==> src/rtl/wbl_pkg.sv <==
package wbl_pkg;
   typedef enum logic [2:0] {
      ST_IDLE    = 3'd0,
      ST_COUNT   = 3'd1,
      ST_DATA    = 3'd2,
      ST_CONFIRM = 3'd3,
      ST_ABORT   = 3'd4
   } wbl_state_e;
endpackage

==> src/rtl/wbl_addr_check.sv <==
module wbl_addr_check #(
   parameter int ADDR_W   = 24,
   parameter int OFF_W    = 5,
   parameter int SECT_LSB = 16,
   parameter bit GAPS_OK  = 1'b1
) (
   input  logic [ADDR_W-1:0] addr,
   input  logic [ADDR_W-1:0] start_addr,
   input  logic [OFF_W-1:0]  last_off,
   input  logic              first,
   output logic              same_sector,
   output logic              same_page,
   output logic              order_ok
);
   logic [OFF_W-1:0] off;
   logic             at_start;
   logic             succ_ok;

   assign off         = addr[OFF_W-1:0];
   assign same_sector = (addr[ADDR_W-1:SECT_LSB] == start_addr[ADDR_W-1:SECT_LSB]);
   assign same_page   = (addr[ADDR_W-1:OFF_W] == start_addr[ADDR_W-1:OFF_W]);
   assign at_start    = (addr == start_addr);

   // Ordering rule variant: gaps allowed (strictly ascending) or consecutive only
   generate
      if (GAPS_OK) begin : g_gaps
         assign succ_ok = (off > last_off);
      end else begin : g_dense
         assign succ_ok = ({1'b0, off} == ({1'b0, last_off} + 1'b1));
      end
   endgenerate

   assign order_ok = first ? at_start : succ_ok;
endmodule

==> src/rtl/wbl_page_store.sv <==
module wbl_page_store #(
   parameter int PAGE_WORDS = 32,
   parameter int DATA_W     = 16,
   localparam int OFF_W     = $clog2(PAGE_WORDS)
) (
   input  logic                         clk,
   input  logic                         rst_n,
   input  logic                         clear,
   input  logic                         we,
   input  logic [OFF_W-1:0]             woff,
   input  logic [DATA_W-1:0]            wdata,
   output logic [PAGE_WORDS*DATA_W-1:0] data_flat,
   output logic [PAGE_WORDS-1:0]        mask
);
   generate
      for (genvar k = 0; k < PAGE_WORDS; k++) begin : g_word
         logic [DATA_W-1:0] word_q;
         logic              hit;
         assign hit = we && (woff == OFF_W'(k));
         always_ff @(posedge clk or negedge rst_n) begin
            if (!rst_n) begin
               word_q  <= '0;
               mask[k] <= 1'b0;
            end else if (clear) begin
               word_q  <= '0;
               mask[k] <= 1'b0;
            end else if (hit) begin
               word_q  <= wdata;
               mask[k] <= 1'b1;
            end
         end
         assign data_flat[k*DATA_W +: DATA_W] = word_q;
      end
   endgenerate
endmodule

==> src/rtl/wbl_ctrl.sv <==
module wbl_ctrl
   import wbl_pkg::*;
#(
   parameter int              ADDR_W     = 24,
   parameter int              DATA_W     = 16,
   parameter int              PAGE_WORDS = 32,
   parameter int              CODE_W     = 8,
   parameter logic [CODE_W-1:0] CMD_LOAD = 8'h3C,
   parameter logic [CODE_W-1:0] CMD_CONF = 8'hC3,
   localparam int             OFF_W      = $clog2(PAGE_WORDS),
   localparam int             CNT_W      = OFF_W + 1
) (
   input  logic              clk,
   input  logic              rst_n,
   input  logic              wr_en,
   input  logic [ADDR_W-1:0] wr_addr,
   input  logic [DATA_W-1:0] wr_data,
   input  logic              same_sector,
   input  logic              same_page,
   input  logic              order_ok,
   output logic [ADDR_W-1:0] start_addr,
   output logic [OFF_W-1:0]  last_off,
   output logic              first,
   output logic              store_we,
   output logic              buf_clear,
   output logic              prog_req,
   output logic              load_abort
);
   wbl_state_e       state;
   logic [CNT_W-1:0] remain;
   logic             is_load;
   logic             is_conf;
   logic             cnt_bad;

   always_comb begin
      is_load   = (wr_data[CODE_W-1:0] == CMD_LOAD);
      is_conf   = (wr_data[CODE_W-1:0] == CMD_CONF);
      cnt_bad   = (wr_data > DATA_W'(PAGE_WORDS - 1));
      buf_clear = wr_en && (state == ST_IDLE) && is_load;
      store_we  = wr_en && (state == ST_DATA) && same_page && order_ok;
   end

   always_ff @(posedge clk or negedge rst_n) begin
      if (!rst_n) begin
         state      <= ST_IDLE;
         start_addr <= '0;
         last_off   <= '0;
         first      <= 1'b0;
         remain     <= '0;
         prog_req   <= 1'b0;
         load_abort <= 1'b0;
      end else begin
         prog_req <= 1'b0;
         case (state)
            ST_IDLE: begin
               if (buf_clear) begin
                  start_addr <= wr_addr;
                  state      <= ST_COUNT;
               end
            end
            ST_COUNT: begin
               if (wr_en) begin
                  if (!same_sector || cnt_bad) begin
                     load_abort <= 1'b1;
                     state      <= ST_ABORT;
                  end else begin
                     remain <= CNT_W'(wr_data[OFF_W-1:0]) + 1'b1;
                     first  <= 1'b1;
                     state  <= ST_DATA;
                  end
               end
            end
            ST_DATA: begin
               if (wr_en) begin
                  if (store_we) begin
                     last_off <= wr_addr[OFF_W-1:0];
                     first    <= 1'b0;
                     remain   <= remain - 1'b1;
                     if (remain == CNT_W'(1)) state <= ST_CONFIRM;
                  end else begin
                     load_abort <= 1'b1;
                     state      <= ST_ABORT;
                  end
               end
            end
            ST_CONFIRM: begin
               if (wr_en) begin
                  if (is_conf && same_sector) begin
                     prog_req <= 1'b1;
                     state    <= ST_IDLE;
                  end else begin
                     load_abort <= 1'b1;
                     state      <= ST_ABORT;
                  end
               end
            end
            default: begin
               load_abort <= 1'b1;
               state      <= ST_ABORT;
            end
         endcase
      end
   end
endmodule

==> src/rtl/flash_wrbuf_loader.sv <==
module flash_wrbuf_loader #(
   parameter int                ADDR_W     = 24,
   parameter int                DATA_W     = 16,
   parameter int                PAGE_WORDS = 32,
   parameter int                SECT_LSB   = 16,
   parameter int                CODE_W     = 8,
   parameter logic [CODE_W-1:0] CMD_LOAD   = 8'h3C,
   parameter logic [CODE_W-1:0] CMD_CONF   = 8'hC3,
   parameter bit                GAPS_OK    = 1'b1,
   localparam int               OFF_W      = $clog2(PAGE_WORDS),
   localparam int               PAGE_W     = ADDR_W - OFF_W
) (
   input  logic                         clk,
   input  logic                         rst_n,
   input  logic                         wr_en,
   input  logic [ADDR_W-1:0]            wr_addr,
   input  logic [DATA_W-1:0]            wr_data,
   output logic                         prog_req,
   output logic [PAGE_W-1:0]            prog_page,
   output logic [PAGE_WORDS-1:0]        prog_mask,
   output logic [PAGE_WORDS*DATA_W-1:0] prog_data,
   output logic                         load_abort
);
   generate
      if (PAGE_WORDS != (1 << OFF_W) || PAGE_WORDS < 2) begin : g_bad_page
         $error("PAGE_WORDS must be a power of two, at least 2");
      end
      if (SECT_LSB < OFF_W || SECT_LSB >= ADDR_W) begin : g_bad_sector
         $error("SECT_LSB must lie between the page offset and the address MSB");
      end
      if (DATA_W < CODE_W || DATA_W <= OFF_W) begin : g_bad_data
         $error("DATA_W too narrow for command codes or word count");
      end
   endgenerate

   logic [ADDR_W-1:0] start_addr;
   logic [OFF_W-1:0]  last_off;
   logic              first;
   logic              same_sector;
   logic              same_page;
   logic              order_ok;
   logic              store_we;
   logic              buf_clear;

   wbl_addr_check #(
      .ADDR_W(ADDR_W), .OFF_W(OFF_W), .SECT_LSB(SECT_LSB), .GAPS_OK(GAPS_OK)
   ) u_chk_addr (
      .addr(wr_addr), .start_addr(start_addr), .last_off(last_off), .first(first),
      .same_sector(same_sector), .same_page(same_page), .order_ok(order_ok)
   );

   wbl_ctrl #(
      .ADDR_W(ADDR_W), .DATA_W(DATA_W), .PAGE_WORDS(PAGE_WORDS), .CODE_W(CODE_W),
      .CMD_LOAD(CMD_LOAD), .CMD_CONF(CMD_CONF)
   ) u_ctrl (
      .clk(clk), .rst_n(rst_n), .wr_en(wr_en), .wr_addr(wr_addr), .wr_data(wr_data),
      .same_sector(same_sector), .same_page(same_page), .order_ok(order_ok),
      .start_addr(start_addr), .last_off(last_off), .first(first),
      .store_we(store_we), .buf_clear(buf_clear),
      .prog_req(prog_req), .load_abort(load_abort)
   );

   wbl_page_store #(
      .PAGE_WORDS(PAGE_WORDS), .DATA_W(DATA_W)
   ) u_store (
      .clk(clk), .rst_n(rst_n), .clear(buf_clear), .we(store_we),
      .woff(wr_addr[OFF_W-1:0]), .wdata(wr_data),
      .data_flat(prog_data), .mask(prog_mask)
   );

   assign prog_page = start_addr[ADDR_W-1:OFF_W];
endmodule

==> config.mk <==
export PLATFORM = sky130hd
export DESIGN_NAME = flash_wrbuf_loader
export DESIGN_NICKNAME = d
export VERILOG_FILES = /design/src/rtl/wbl_pkg.sv /design/src/rtl/wbl_addr_check.sv /design/src/rtl/wbl_page_store.sv /design/src/rtl/wbl_ctrl.sv /design/src/rtl/flash_wrbuf_loader.sv
export SDC_FILE = /design/constraint.sdc
export NUM_CORES = 1
export LEC_CHECK = 0
export BUFFER_PORTS_ARGS = -buffer_cell sky130_fd_sc_hd__buf_4
export CORE_AREA = 3 3 234 236
export CTS_CLUSTER_DIAMETER = 50
export CTS_CLUSTER_SIZE = 8
export DETAILED_ROUTE_END_ITERATION = 16
export DIE_AREA = 0 0 237 239
export HOLD_SLACK_MARGIN = 0.02
export PLACE_DENSITY = 0.75
export SLEW_MARGIN = 20
export SYNTH_ARGS = -nofsm -noshare
export SYNTH_HDL_FRONTEND = slang
export SYNTH_SLANG_ARGS = --single-unit
==> constraint.sdc <==
create_clock -name clk -period 3.7 [get_ports clk]
set_input_delay 0.555 -clock clk [delete_from_list [all_inputs] [get_ports clk]]
set_output_delay 0.555 -clock clk [all_outputs]
set_load 0.005 [all_outputs]
* After elaboration in Yosys (flattened, before gate mapping) *
Cells that the tools add are included.

storage, ports and cells
  output and inout bits = 565
  bits in registers = 585

operators by class
  add/subtract/negate cells = 2
  reductions and logical operators = 80
  multiplexer cells = 158
  equal/unequal tests = 50
  bitwise gates (word level) = 1
  $lt $le $gt $ge = 2

operators with widths
  kind                   number
  $mux W16               64
  $eq A5 B5 Y1 const B   16
  $mux W1                78
  $reduce_bool A2 Y1     33
  $eq A5 B4 Y1 const B   8
  $logic_and A1 B1 Y1    38
  $eq A24 B24 Y1         1
  $mux W3                8
  $mux W6                4
  $eq A5 B3 Y1 const B   4
  $eq A19 B19 Y1         1
  $gt A16 B5 Y1 const B  1
  $ne A2 B2 Y1 const B   7
  $pmux W3 S4            1
  $pmux W6 S2            1
  $eq A5 B2 Y1 const B   2
  $reduce_and A5 Y1      2
  $eq A8 B6 Y1 const B   1
  $eq A8 B8 Y1           1
  $eq A8 B8 Y1 const B   1
  $reduce_and A7 Y1      1
  $add A5 B1 Y6 const B  1
  $eq A3 B2 Y1 const B   2
  $eq A6 B1 Y1 const B   1
  15 further kinds       16

* Longest topological paths before layout *
  depth in word-level cells = 7
  mapped depth = 12
  depth with buffers taken out = 8

* Modules after synthesis *
Synthesis repeated with hierarchy kept, for this count alone.

unflattened totals
  cell total of the unflattened synthesis = 2,059
  area total of the unflattened synthesis = 25,794.7 sq um

modules (own cells, without submodules)
  module          area an instance (sq um)  cells an instance  times used
  wbl_page_store  23,361.2                  1,850              1
  wbl_ctrl        2,030.7                   158                1
  wbl_addr_check  402.9                     51                 1

* Least setup slack after synthesis *
No wires, ideal clock.

  path type = input-to-reg
  start = input port wr_addr[4]
  end = register u_store.g_word[11].word_q[10]
  data required time = 3,557 ps
  buffers on the path = 4
  data arrival time = 2,707 ps
  cell stages on the path = 11
  setup slack = 850 ps
  cell sequence = ha_1 a21oi_1 o221ai_1 a2bb2oi_1 buf_2 buf_4 buf_2 nor4_4 buf_6 nand2_1 a21oi_2

on the way
  word-level cells in the longest chain between the ends = 5

ends and longest elaborated chain
  what                                            line                                        RTL
  start: declaration                              flash_wrbuf_loader.sv:16                    input logic [ADDR_W-1:0] wr_addr,
  $gt A5 B5 Y1 or $eq A24 B24 Y1 (tied branches)  wbl_addr_check.sv:27, wbl_addr_check.sv:22
  $mux W1                                         wbl_addr_check.sv:33                        assign order_ok = first ? at_start : succ_ok;
  $logic_and A1 B1 Y1                             wbl_ctrl.sv:40                              store_we = wr_en && (state == ST_DATA) && same_page && order_ok;
  $logic_and A1 B1 Y1 (*)                         wbl_page_store.sv:19                        assign hit = we && (woff == OFF_W'(k));
  $reduce_bool A2 Y1 (no source line) (*)         -
  end signal: assignment                          wbl_page_store.sv:28                        word_q <= wdata;
  end: declaration                                wbl_page_store.sv:17                        logic [DATA_W-1:0] word_q;

Every way passes the cells marked *; elsewhere a longest branch is shown, timed or not.
A chain may end at the register's enable or synchronous reset.

* Worst setup path in the final report *
  start = register u_ctrl.state[0]
  end = register u_store.g_word[2].word_q[13]

on the way
  word-level cells in the longest chain between the ends = 6

ends and longest elaborated chain
  what                                 line                  RTL
  start: declaration                   wbl_ctrl.sv:29        wbl_state_e state;
  start signal: assignment             wbl_ctrl.sv:45        state <= ST_IDLE;
  start signal: assignment             wbl_ctrl.sv:58        state <= ST_COUNT;
  start signal: assignment             wbl_ctrl.sv:65        state <= ST_ABORT;
  $eq A3 B2 Y1                         wbl_ctrl.sv:40
  $logic_and A1 B1 Y1 (3 in series)    wbl_ctrl.sv:40
  $logic_and A1 B1 Y1                  wbl_page_store.sv:19
  $reduce_bool A2 Y1 (no source line)  -
  end signal: assignment               wbl_page_store.sv:28
  end: declaration                     wbl_page_store.sv:17

Several ways; a longest one is shown, not always the timed one.

==> summary.txt <==
Cells after Synth - 2800
Critical Path, Cell by Cell - nor3b_4 -> nand3_1 -> or4_4 -> buf_12 -> nor4_4 -> nand2_1 -> a21oi_1
Skew-Pair Late Insertion Delay - 0.62 ns
TritonCTS clock tree - done
Post-synthesis sequential element count - 585
Fmax - 304 MHz
Mux cell area share after synthesis - 0.00134
Die X - 237 µm
Total die area - 0.0566 mm²
DR vias - 23200
EDFF count, synth - 0
Yosys warnings - 0
Vias in the first global route - 22600
Crit Path Max Fanout - 66
Most frequent cells in the layout - nand2_1, buf_4, dfrtp_1
First-pass GRT wire length - 139000 µm
WL met1 - 34900 µm
Worst hold path type - in -> reg
Seq/Total Area, Yosys - 0.579
Adder-cell share of the synthesized area - 0.00445
DRT antenna net count - 0
CTS root buf - clkbuf_16
Post-CTS Repair Setup Buffers - 0
RSZ-0062 raised after global routing - no
Syn nets - 2852
Crit start category - flip-flop
Bufs and invs on worst path - 1
Arrival time at the worst endpoint - 3.82 ns
Power after layout - 13.8 mW
Initial core utilization - 0.481
Largest net degree at the start of global routing - 86
DR WL/cell - 23.5 µm
TNS Setup - 0 ns
Total iterations of the first detailed-routing run - 6
Syn avg cell area - 9.04 µm²
Slew margin rel. - 0.290
Status - completed
H-tree depth - 3
ANT cells - 0
Core Area - 0.0527 mm²
CP top delay family - simple AND/OR/NAND/NOR gates
VDD IR-drop max - 0.306 mV
WL met3 - 10100 µm
Chip Height - 239 µm
Post-cts resize count - 0
CP max-delay cell - nor4_4
Cell Rows - 84
Max clock buf depth - 3
DR iter-0 viols - 2491
Clock sink count - 585
Congestion Overflow GR - 0
Worst path required time - 4.23 ns
Gr usage total - 0.321
Fill cell count - 4304
Top Layer Used - met4
TritonCTS Buffers - 84
Crit path kind - reg -> reg
Reg clk slew, reported paths - 0.05 ns
WL final - 93700 µm
Leakage - 16.1 nW
Yosys cell types - 48
Final hold vios - 0
Ys flop type - dfrtp_1
Most common cell after layout, fill and taps aside - nand2_1
Main combinational cell family by area after synthesis - simple AND/OR/NAND/NOR gates
GP Congestion - 0.859
Max Cap Viol - 0
Final setup fails - 0
Wire length on met2 - 44000 µm
Synth Area in Compound Gates - 0.0998
Pwr dens - 428 mW/mm²
Synth Area in Simple Gates - 0.247
Final slew viol count - 0
Initial antenna violation count - 0
Critical path endpoint category - flip-flop
Drt via density - 5.82
HPWL after detailed placement - 59600 µm
Fin nets - 3333
Area growth syn-to-layout - 27.7%
Clk_skew - 0.0216 ns
Area occupied by multi-input gates - 0.00920 mm²
Period utilization - 0.889
Port buffer count - 607
I/O pin cnt - 608
Cell Area, Synth - 0.0253 mm²
Ratio of cells with drive above 1 in the final layout - 0.253
Share of flip-flops with an asynchronous set or reset - 1.00
CP peak stage delay - 0.91 ns
Register area - 0.0146 mm²
Slew of the pin with the lowest slew margin - 1.06 ns
Minimum clock period - 3.29 ns
Xor/xnor cell area share of the yosys netlist - 0.00935
DRC - 0
-- what timing repair did --
| item | 4_1_cts | 5_1_grt |
|---|---|---|
| endpoints found under the hold margin | 63 | 0 |
| hold buffers | 1 | 0 |
| endpoints found under the setup margin | 0 | 0 |
-- worst min-delay path, stage by stage --
cell and delay (ns):
buf_4 0.09, nand2_1 0.04, nand2_1 0.04
-- path summary, 6_finish.rpt --
check,start,end,slack (ns),cells past startpoint
min in group asynchronous,rst_n,u_store.g_word[11].word_q[13]$_DFFE_PN0P_,0.54,2
worst max-delay path,u_ctrl.state[0]$_DFFE_PN0P_,u_store.g_word[2].word_q[13]$_DFFE_PN0P_,0.41,7
max in group asynchronous,rst_n,u_store.g_word[25].word_q[4]$_DFFE_PN0P_,2.03,3
worst max register to register,u_ctrl.state[0]$_DFFE_PN0P_,u_store.g_word[2].word_q[13]$_DFFE_PN0P_,0.41,7
worst min register to register,u_ctrl.load_abort$_DFFE_PN0P_,u_ctrl.load_abort$_DFFE_PN0P_,0.48,1
worst min-delay path,wr_addr[12],u_ctrl.start_addr[12]$_DFFE_PN0P_,0.15,3
-- synthesized netlist by cell type (11+ instances only) --
cell type,number,area share
buf_6,30,0.013
nand2_1,1123,0.17
a21oi_2,25,0.0087
or3_1,16,0.0040
buf_2,39,0.0077
nor2_1,91,0.013
xnor2_1,18,0.0062
clkbuf_1,166,0.025
buf_4,22,0.0065
or4_1,35,0.010
inv_1,11,0.0016
dfrtp_1,585,0.58
nor4_4,32,0.027
nand3_1,73,0.014
a21oi_1,430,0.085
-- metrics by stage --
stage | util | cells | hold WS (ns) | area (µm²) | setup WS [ns]
final | 0.614 | 3982 | 0.149 | 32300 | 0.409
after global routing | 0.614 | 3982 | 0.135 | 32300 | 0.271
after CTS | 0.614 | 3982 | 0.115 | 32300 | 0.481
after detailed placement | 0.570 | 3882 | 0.463 | 30000 | 0.352
after global placement | 0.570 | 3882 | 0.457 | 30000 | 0.455
after floorplan | - | 2800 | 0.259 | 25300 | 0.850
-- logic make-up after synthesis --
| logic type | count (synthesis) |
|---|---|
| buffers and inverters | 285 |
| flip-flops | 585 |
| AO/OA/AOI/OAI | 478 |
| AND/OR/NAND/NOR | 1413 |
| multiplexers | 3 |
| XOR/XNOR | 27 |
| adder cells (fa/ha/maj) | 9 |
-- cell type report --
class	instances	area share
Clock buffer	92	0.0676
Clock inverter	7	0.00364
Inverter	11	0.00128
Multi-Input combinational cell	1930	0.285
Sequential cell	585	0.453
Tap cell	688	0.0266
Timing Repair Buffer	669	0.163
-- registers in the layout, summed over array words and instances, names as in the netlist --
| name | count |
|---|---|
| u_store.g_word.word_q | 512 |
| u_store.mask | 32 |
| u_ctrl.start_addr | 24 |
| u_ctrl.remain | 6 |
| u_ctrl.last_off | 5 |
| u_ctrl.state | 3 |
| u_ctrl.first | 1 |
| u_ctrl.load_abort | 1 |
| u_ctrl.prog_req | 1 |
-- per-layer routing --
metal / up-vias / track usage
met3: 288 / 0.0948
met4: 0 / 0.152
met1: 11500 / 0.411
met2: 1433 / 0.504
li1: 9975 / -
met5: - / 0
-- report_power, final --
part | internal [mW] | switching, mW
combinational | 0.0909 | 0.408
clock | 4.13 | 2.77
sequential | 6.41 | 0.000250
total | 10.6 | 3.18
No activity file was read; power rests on OpenSTA's default activity.
